`config.mk`:
```
export PLATFORM = sky130hd
export DESIGN_NAME = byte_lut_permute
export DESIGN_NICKNAME = d
export VERILOG_FILES = /design/src/rtl/bytelut_pkg.sv /design/src/rtl/bytelut_table_view.sv /design/src/rtl/bytelut_lane.sv /design/src/rtl/byte_lut_permute.sv
export SDC_FILE = /design/constraint.sdc
export NUM_CORES = 1
export LEC_CHECK = 0
export CAP_MARGIN = 30
export CORE_MARGIN = 5
export CORE_UTILIZATION = 25
export DETAILED_ROUTE_END_ITERATION = 10
export PLACE_DENSITY_LB_ADDON = 0.08
export SETUP_SLACK_MARGIN = 0.02
export SYNTH_ARGS = -nofsm -noshare
export SYNTH_HDL_FRONTEND = slang
export SYNTH_SLANG_ARGS = --single-unit
```
`constraint.sdc`:
```
create_clock -name clk -period 1.5 [get_ports clk]
set_clock_uncertainty 0.15 [all_clocks]
set_input_delay 0.15 -clock clk [delete_from_list [all_inputs] [get_ports clk]]
set_output_delay 0.15 -clock clk [all_outputs]
set_load 0.05 [all_outputs]
```
`src/rtl/bytelut_pkg.sv`:
```
package bytelut_pkg;

   typedef enum logic {
      OOR_ZERO = 1'b0,
      OOR_KEEP = 1'b1
   } oor_policy_e;

   typedef enum int {
      SEL_INDEXED = 0,
      SEL_ONEHOT  = 1
   } sel_style_e;

   // Number of in-range table bytes for a given length code
   function automatic int unsigned table_limit(input int unsigned len_code,
                                               input int unsigned lanes);
      return (len_code + 1) * lanes;
   endfunction

endpackage

```
`src/rtl/bytelut_table_view.sv`:
```
module bytelut_table_view #(
   parameter int LANES     = 8,
   parameter int BYTE_W    = 8,
   parameter int MAX_WORDS = 4,
   parameter int LEN_W     = 2,
   parameter int IDX_W     = 8
) (
   input  logic [MAX_WORDS*LANES*BYTE_W-1:0] words_i,
   input  logic [LEN_W-1:0]                  len_i,
   output logic [MAX_WORDS*LANES*BYTE_W-1:0] bytes_o,
   output logic [IDX_W-1:0]                  limit_o
);
   import bytelut_pkg::*;

   localparam int WORD_W    = LANES * BYTE_W;
   localparam int TBL_BYTES = MAX_WORDS * LANES;

   // Byte k of word w lands at flat position w*LANES+k (little-endian numbering)
   for (genvar w = 0; w < MAX_WORDS; w++) begin : g_word
      for (genvar k = 0; k < LANES; k++) begin : g_byte
         assign bytes_o[(w*LANES+k)*BYTE_W +: BYTE_W] = words_i[w*WORD_W + k*BYTE_W +: BYTE_W];
      end
   end

   always_comb begin
      limit_o = '0;
      for (int n = 0; n < MAX_WORDS; n++) begin
         if (len_i == LEN_W'(n)) limit_o = IDX_W'(table_limit(n, LANES));
      end
   end

   if (TBL_BYTES >= (1 << IDX_W)) begin : g_bad_idx
      $error("table must be smaller than index range");
   end

endmodule

```
`src/rtl/bytelut_lane.sv`:
```
module bytelut_lane #(
   parameter int LANES     = 8,
   parameter int BYTE_W    = 8,
   parameter int MAX_WORDS = 4,
   parameter int IDX_W     = 8,
   parameter int SEL_STYLE = 0
) (
   input  logic [MAX_WORDS*LANES*BYTE_W-1:0] bytes_i,
   input  logic [IDX_W-1:0]                  limit_i,
   input  logic [IDX_W-1:0]                  idx_i,
   input  logic [BYTE_W-1:0]                 old_i,
   input  logic                              keep_i,
   output logic [BYTE_W-1:0]                 res_o
);
   import bytelut_pkg::*;

   localparam int TBL_BYTES = MAX_WORDS * LANES;
   localparam int SEL_W     = $clog2(TBL_BYTES);

   logic [SEL_W-1:0]  sel;
   logic [BYTE_W-1:0] fetched;
   logic              in_range;

   assign sel      = idx_i[SEL_W-1:0];
   assign in_range = (idx_i < limit_i);

   if (SEL_STYLE == SEL_INDEXED) begin : g_indexed
      assign fetched = bytes_i[sel*BYTE_W +: BYTE_W];
   end else if (SEL_STYLE == SEL_ONEHOT) begin : g_onehot
      logic [TBL_BYTES-1:0] hit;
      always_comb begin
         for (int j = 0; j < TBL_BYTES; j++) hit[j] = (sel == SEL_W'(j));
      end
      always_comb begin
         fetched = '0;
         for (int j = 0; j < TBL_BYTES; j++) begin
            fetched = fetched | ({BYTE_W{hit[j]}} & bytes_i[j*BYTE_W +: BYTE_W]);
         end
      end
   end else begin : g_bad_style
      $error("unknown SEL_STYLE");
   end

   always_comb begin
      if (in_range)                   res_o = fetched;
      else if (keep_i == OOR_KEEP)    res_o = old_i;
      else                            res_o = '0;
   end

   if (SEL_W < 1) begin : g_bad_sel
      $error("table needs at least two bytes");
   end

endmodule

```
`src/rtl/byte_lut_permute.sv`:
```
module byte_lut_permute #(
   parameter int LANES     = 8,
   parameter int BYTE_W    = 8,
   parameter int MAX_WORDS = 4,
   parameter int SEL_STYLE = 0
) (
   input  logic                                   clk,
   input  logic                                   rst_n,
   input  logic                                   req_valid,
   input  logic [MAX_WORDS*LANES*BYTE_W-1:0]      tbl_words,
   input  logic [$clog2(MAX_WORDS)-1:0]           tbl_len,
   input  logic [LANES*BYTE_W-1:0]                idx_vec,
   input  logic [LANES*BYTE_W-1:0]                dest_old,
   input  logic                                   keep_old,
   output logic                                   res_valid,
   output logic [LANES*BYTE_W-1:0]                res_data
);
   localparam int WORD_W    = LANES * BYTE_W;
   localparam int TBL_BYTES = MAX_WORDS * LANES;
   localparam int LEN_W     = $clog2(MAX_WORDS);
   localparam int IDX_W     = BYTE_W;

   if (MAX_WORDS < 2)            begin : g_bad_words  $error("MAX_WORDS must be at least 2"); end
   if (LANES < 1)                begin : g_bad_lanes  $error("LANES must be positive");       end
   if ((1 << LEN_W) != MAX_WORDS) begin : g_bad_pow   $error("MAX_WORDS must be a power of two"); end

   logic [TBL_BYTES*BYTE_W-1:0] tbl_bytes;
   logic [IDX_W-1:0]            limit;
   logic [WORD_W-1:0]           next_data;

   bytelut_table_view #(
      .LANES(LANES), .BYTE_W(BYTE_W), .MAX_WORDS(MAX_WORDS),
      .LEN_W(LEN_W), .IDX_W(IDX_W)
   ) view_i (
      .words_i (tbl_words),
      .len_i   (tbl_len),
      .bytes_o (tbl_bytes),
      .limit_o (limit)
   );

   for (genvar l = 0; l < LANES; l++) begin : g_lane
      bytelut_lane #(
         .LANES(LANES), .BYTE_W(BYTE_W), .MAX_WORDS(MAX_WORDS),
         .IDX_W(IDX_W), .SEL_STYLE(SEL_STYLE)
      ) lane_i (
         .bytes_i (tbl_bytes),
         .limit_i (limit),
         .idx_i   (idx_vec[l*BYTE_W +: BYTE_W]),
         .old_i   (dest_old[l*BYTE_W +: BYTE_W]),
         .keep_i  (keep_old),
         .res_o   (next_data[l*BYTE_W +: BYTE_W])
      );
   end

   always_ff @(posedge clk or negedge rst_n) begin
      if (!rst_n) begin
         res_valid <= 1'b0;
         res_data  <= '0;
      end else begin
         res_valid <= req_valid;
         if (req_valid) res_data <= next_data;
      end
   end

   // Result strobe trails the request strobe by one cycle
   assert_valid_latency_R2: assert property (@(posedge clk) disable iff (!rst_n)
      req_valid == 1'b1 |=> res_valid == 1'b1);
   assert_valid_idle_R2: assert property (@(posedge clk) disable iff (!rst_n)
      req_valid == 1'b0 |=> res_valid == 1'b0);

   // No request, no change
   assert_hold_R9: assert property (@(posedge clk) disable iff (!rst_n)
      !req_valid |=> $stable(res_data));

   for (genvar l = 0; l < LANES; l++) begin : g_chk
      // Zero-fill policy
      assert_zero_fill_R5: assert property (@(posedge clk) disable iff (!rst_n)
         (req_valid && !keep_old && idx_vec[l*BYTE_W +: BYTE_W] >= limit)
         |=> res_data[l*BYTE_W +: BYTE_W] == '0);
      // Keep policy
      assert_keep_R6: assert property (@(posedge clk) disable iff (!rst_n)
         (req_valid && keep_old && idx_vec[l*BYTE_W +: BYTE_W] >= limit)
         |=> res_data[l*BYTE_W +: BYTE_W] == $past(dest_old[l*BYTE_W +: BYTE_W]));
      // Indexes past the largest table never fetch
      assert_far_index_R7: assert property (@(posedge clk) disable iff (!rst_n)
         (req_valid && idx_vec[l*BYTE_W +: BYTE_W] >= IDX_W'(TBL_BYTES))
         |=> res_data[l*BYTE_W +: BYTE_W] ==
             ($past(keep_old) ? $past(dest_old[l*BYTE_W +: BYTE_W]) : '0));
   end

endmodule

```
# --- Word level (Yosys, flattened, before mapping) ---
# Index checks and enable logic that the tools add are counted.
totals:
  reg_bits: 65
classes:
  order_cmp: 8
  eq_ne: 3
  n_shift: 8
  n_mux: 20
  n_reduce_logical: 1
op_table:
  columns: ["op", "n"]
  rows:
  - ["256-bit by 9-bit variable part select with 8-bit output", 8]
  - ["8-bit two-way mux", 16]
  - ["8-bit by 6-bit < comparator with 1-bit output", 8]
  - ["5-bit two-way mux", 2]
  - ["6-bit two-way mux", 1]
  - ["2-bit == test (second input constant)", 2]
  - ["4-bit two-way mux", 1]
  - ["2-bit by 1-bit == test with 1-bit output (second input constant)", 1]
  - ["2-bit logical NOT", 1]

# --- Logic depth before layout (Yosys ltp) ---
depth:
  word_depth: 7
  ltp_mapped: 10
  depth_no_buf: 8

# --- By module ---
# From an unflattened synthesis, not the netlist that was laid out.
unflattened:
  cells_unflattened: 2316
  hier_area_um2: 24601.1
by_module_without_submodules:
  columns: ["mod", "instances", "cells_per_inst", "area_per_inst_um2"]
  rows:
  - ["bytelut_lane", 8, 239, 2484.9]
  - ["byte_lut_permute", 1, 136, 2703.8]
  - ["bytelut_table_view", 1, 268, 2018.2]

# --- Worst setup path before layout ---
# No wires, ideal clock.
synth_path:
  kind: "input to register"
  start: "input tbl_len[0]"
  end: "register res_data[48]"
  arrival_ps: 2038
  setup_slack_ps: -831
  stages: 9
  n_path_buf: 1
  cell_sequence: "ha_1 -> inv_1 -> ha_1 -> o21ai_0 -> o211ai_1 -> buf_2 -> nor3_1 -> a2111oi_0 -> o22ai_1"
synth_between:
  elab_chain_cells: 7
synth_lines:
  columns: ["item", "line", "source"]
  rows:
  - ["start: declaration", "byte_lut_permute.sv:11", "input logic [$clog2(MAX_WORDS)-1:0] tbl_len,"]
  - ["2-bit logical NOT", "bytelut_table_view.sv:28", "if (len_i == LEN_W'(n)) limit_o = IDX_W'(table_limit(n, LANES));"]
  - ["4-bit two-way mux", "bytelut_table_view.sv:28", null]
  - ["5-bit two-way mux (2 in series)", "bytelut_table_view.sv:28", null]
  - ["6-bit two-way mux (*)", "bytelut_table_view.sv:28", null]
  - ["8-bit by 6-bit < comparator with 1-bit output (*)", "bytelut_lane.sv:25", "assign in_range = (idx_i < limit_i);"]
  - ["8-bit two-way mux (*)", "bytelut_lane.sv:45", "if (in_range) res_o = fetched;"]
  - ["end signal: assignment", "byte_lut_permute.sv:61", "if (req_valid) res_data <= next_data;"]
  - ["end: declaration", "byte_lut_permute.sv:16", "output logic [LANES*BYTE_W-1:0] res_data"]
# Every way passes the cells marked *; elsewhere a longest branch is shown, timed or not.
# A chain may end at the register's enable or synchronous reset.

# --- Final worst setup path ---
layout_path:
  start: "input tbl_len[1]"
  end: "register res_data[36]"
# Same word-level chain as after synthesis.

==> impl_metrics.yaml <==
run_status:
  outcome: "complete, but fails checks"
  violations: "setup timing"
run:
  max_cap_violations: 0
setup_path:
  reg2reg_setup_slack_ns: 0.28
  endpoint_kind: "flip-flop"
  crit_top_cell: "ha_4"
  path_buf_inv: 4
  critPathTopFamily: "compound AO/OA/AOI/OAI gates"
  cp-start-kind: "input port"
  critPathKind: "input port to flip-flop"
  slowest_delay_ns: 0.47
  path_cells: "buf_8, ha_4, clkinvlp_4, buf_6, ha_4, or4_1, o211ai_1, buf_4, o21ai_2, a211oi_4, o22ai_1"
  crit_fanout: 8
  cp.required_ns: 1.57
  cp.arrival_ns: 2.19
  cp_slowest_cell: "or4_1"
synth:
  synthTopCellsByCount: "mux4_2 (465), mux2i_1 (211), nor2_1 (114)"
  synth_top_area_cell: "mux4_2"
  synth.most_common_cell: "mux4_2"
  synth_top_area_share_pct: 51.3
  async_flop_share_pct: 100
  syn_nets: 2123
  ys_seq_area_share_pct: 7.96
  ys.flop_type: "dfrtp_1"
  ys_top_cells_by_area: "mux4_2 (51%), mux2i_1 (10%), dfrtp_1 (8.0%), mux2_2 (4.0%), buf_2 (2.3%)"
  syn_area_mm2: 0.0204
  synth_edf_count: 0
  synth_seq_cells: 65
  syn_avg_cell_area_um2: 11.9
  synthCells: 1716
  ys_warn_count: 0
  synth_cell_types: 63
place:
  postPlaceCellArea_mm2: 0.0326
  io_buffer_count: 454
  dpl.hpwl_um: 116000
  place.gp.congestion: 1.01
global_routing:
  grt_overflow_total: 0
  grt_pass1_vias: 24100
  gr-usage-all-layers_pct: 30.9
  grt_max_degree: 41
  antenna_found_initial: 6
  grt_pass1_wl_um: 193000
die:
  die_height_um: 296
  rows: 104
  fp.dieArea_mm2: 0.0875
  initial_core_util_pct: 25.3
  boundaryPins: 455
  coreArea_mm2: 0.0808
  fp.dieW_um: 296
pwr:
  combPwrFrac_pct: 74.3
  powerDensity_mw_per_mm2: 532
  p_clk_share_pct: 13.5
  sw_frac_of_total_pct: 44.0
  peakVddDrop_mv: 0.517
  p_sw_w: 0.00836
  intPower_w: 0.0107
  seq_power_share_pct: 12.2
  leakage_nw: 14.2
  power_w: 0.0190
clock_tree:
  clk_pin_slew_ns: 0.07
  clockBufferDepth: 2
  clkLatencyLatePin_ns: 0.36
  cts-root-buf: "clkbuf_16"
  cts_buffers: 9
  cts_tree: "built"
  htreeDepth: 3
  cts.sinks: 65
sta:
  hold_violations: 0
  drv_slew: 0
  final.period_utilization_pct: 141
  worst_pin_slew_ns: 0.753
  whs_ns: 0.0598
  grt_setup_unrepaired: "yes"
  min_period_ns: 2.12
  max_slew_margin_pct: 49.8
  fmax_mhz: 472
  worst_slack_ns: -0.617
  finalSetupViolations: 64
cells_and_area:
  num-nets-final: 3186
  drive_above_1_share_pct: 62.1
  fin_area_mm2: 0.0358
  fin_util_pct: 44.3
  area_delta_synth_final_pct: 75.1
routing:
  drc_errors: 0
  initialDrtViolationCount: 2743
  routed_wl_um: 140000
  antenna_left: 0
  wl_per_cell_um: 36.4
  first_pass_iters: 6
  via_per_inst: 6.19
  vias: 23800
min_path:
  min-delay-path-class: "input port to asynchronous set/reset pin"
==> power groups by stage <==
stage	clock network, W	registers [W]	logic (W)
2_1_floorplan	0	0.00280	0.00486
3_3_place_gp	0	0.00235	0.0129
3_5_place_dp	0	0.00234	0.0129
4_1_cts	0.00262	0.00232	0.0137
5_1_grt	0.00269	0.00233	0.0146
6_report	0.00258	0.00231	0.0141
==> metrics by stage <==
stage / TNS (ns) / worst slack (ns) / std cells
floorplan: -32.11 / -0.650 / 1716
global placement: -84.13 / -1.71 / 3771
detailed placement: -85.28 / -1.69 / 3771
CTS: -28.00 / -0.546 / 3819
global route: -31.71 / -0.622 / 3846
finish: -29.27 / -0.617 / 3847
==> state kept, by name, indices dropped and copies added (netlist names) <==
register   flops
res_valid      1
res_data      64
==> cells by family (layout without fill, tap and decap cells) <==
| family | Yosys count | count (layout) | synth area share [%] |
|---|---|---|---|
| mux | 753 | 753 | 65.9 |
| other cells | 0 | 3 | 0 |
| flops | 65 | 65 | 7.96 |
| buf+inv | 223 | 1291 | 5.45 |
| fa+ha+maj | 17 | 17 | 1.04 |
| compound gates | 331 | 331 | 11.6 |
| simple gates | 327 | 327 | 8.00 |
==> path summary, 6_finish.rpt <==
| check | start | end | cells past startpoint |
|---|---|---|---|
| setup / recovery | tbl_len[1] | res_data[36]$_DFFE_PN0P_ | 11 |
| hold / removal | rst_n | res_data[8]$_DFFE_PN0P_ | 2 |
| setup reg to reg | res_data[42]$_DFFE_PN0P_ | res_data[42]$_DFFE_PN0P_ | 2 |
| hold reg to reg | res_data[29]$_DFFE_PN0P_ | res_data[29]$_DFFE_PN0P_ | 2 |
| max in group asynchronous | rst_n | res_data[36]$_DFFE_PN0P_ | 3 |
| min in group clk | req_valid | res_data[43]$_DFFE_PN0P_ | 4 |
==> metal layers <==
metal | GRT usage, % | part of all wire (%)
met5 | 0 | 0.019
met4 | 7.66 | 3.6
met3 | 7.48 | 10
met2 | 50.2 | 46
met1 | 41.7 | 40
==> area by class of cell <==
type                            count  area (µm²)
Fill cell                        7510       45000
Antenna cell                        3        7.51
Tap cell                         1060        1330
Clock inverter                      6         115
Clock buffer                       10         229
Inverter                           27         116
Timing Repair Buffer             1248       12600
Multi-Input combinational cell   1428       19700
Sequential cell                    65        1630
==> cell usage in the layout (no fill, tap or decap), types with 12 or more instances in the layout <==
| cell type | count |
|---|---|
| o21ai_1 | 22 |
| nor3_1 | 14 |
| buf_4 | 568 |
| mux4_2 | 465 |
| o21ai_2 | 14 |
| mux2i_1 | 178 |
| a22oi_1 | 16 |
| a21oi_2 | 19 |
| mux2_4 | 13 |
| a21oi_1 | 32 |
| dfrtp_1 | 65 |
| clkdlybuf4s50_1 | 130 |
| a22o_1 | 12 |
| a211oi_2 | 15 |
| dlymetal6s2s_1 | 21 |
| o21ai_0 | 17 |
| buf_12 | 154 |
| o22ai_1 | 30 |
| or2_2 | 12 |
| nor2_1 | 100 |
| ha_4 | 14 |
| nor3_2 | 27 |
| dlygate4sd2_1 | 203 |
| a221oi_1 | 14 |
| mux2i_4 | 22 |
| nor2b_1 | 33 |
| nor3_4 | 16 |
| nand2_1 | 38 |
| mux2_2 | 59 |
| buf_6 | 139 |
| buf_2 | 13 |
| inv_1 | 20 |
==> timing repair <==
| item | 4_1_cts | 5_1_grt |
|---|---|---|
| pin swaps | 134 | 78 |
| endpoints found under the setup margin | 64 | 64 |
| endpoints found under the hold margin | 65 | 0 |
| gates resized for setup | 637 | 139 |
| cloned | 2 | 0 |
| buffers inserted | 30 | 26 |
| hold buffers | 1 | 0 |
Note: power is estimated with default switching activity, not from simulation.
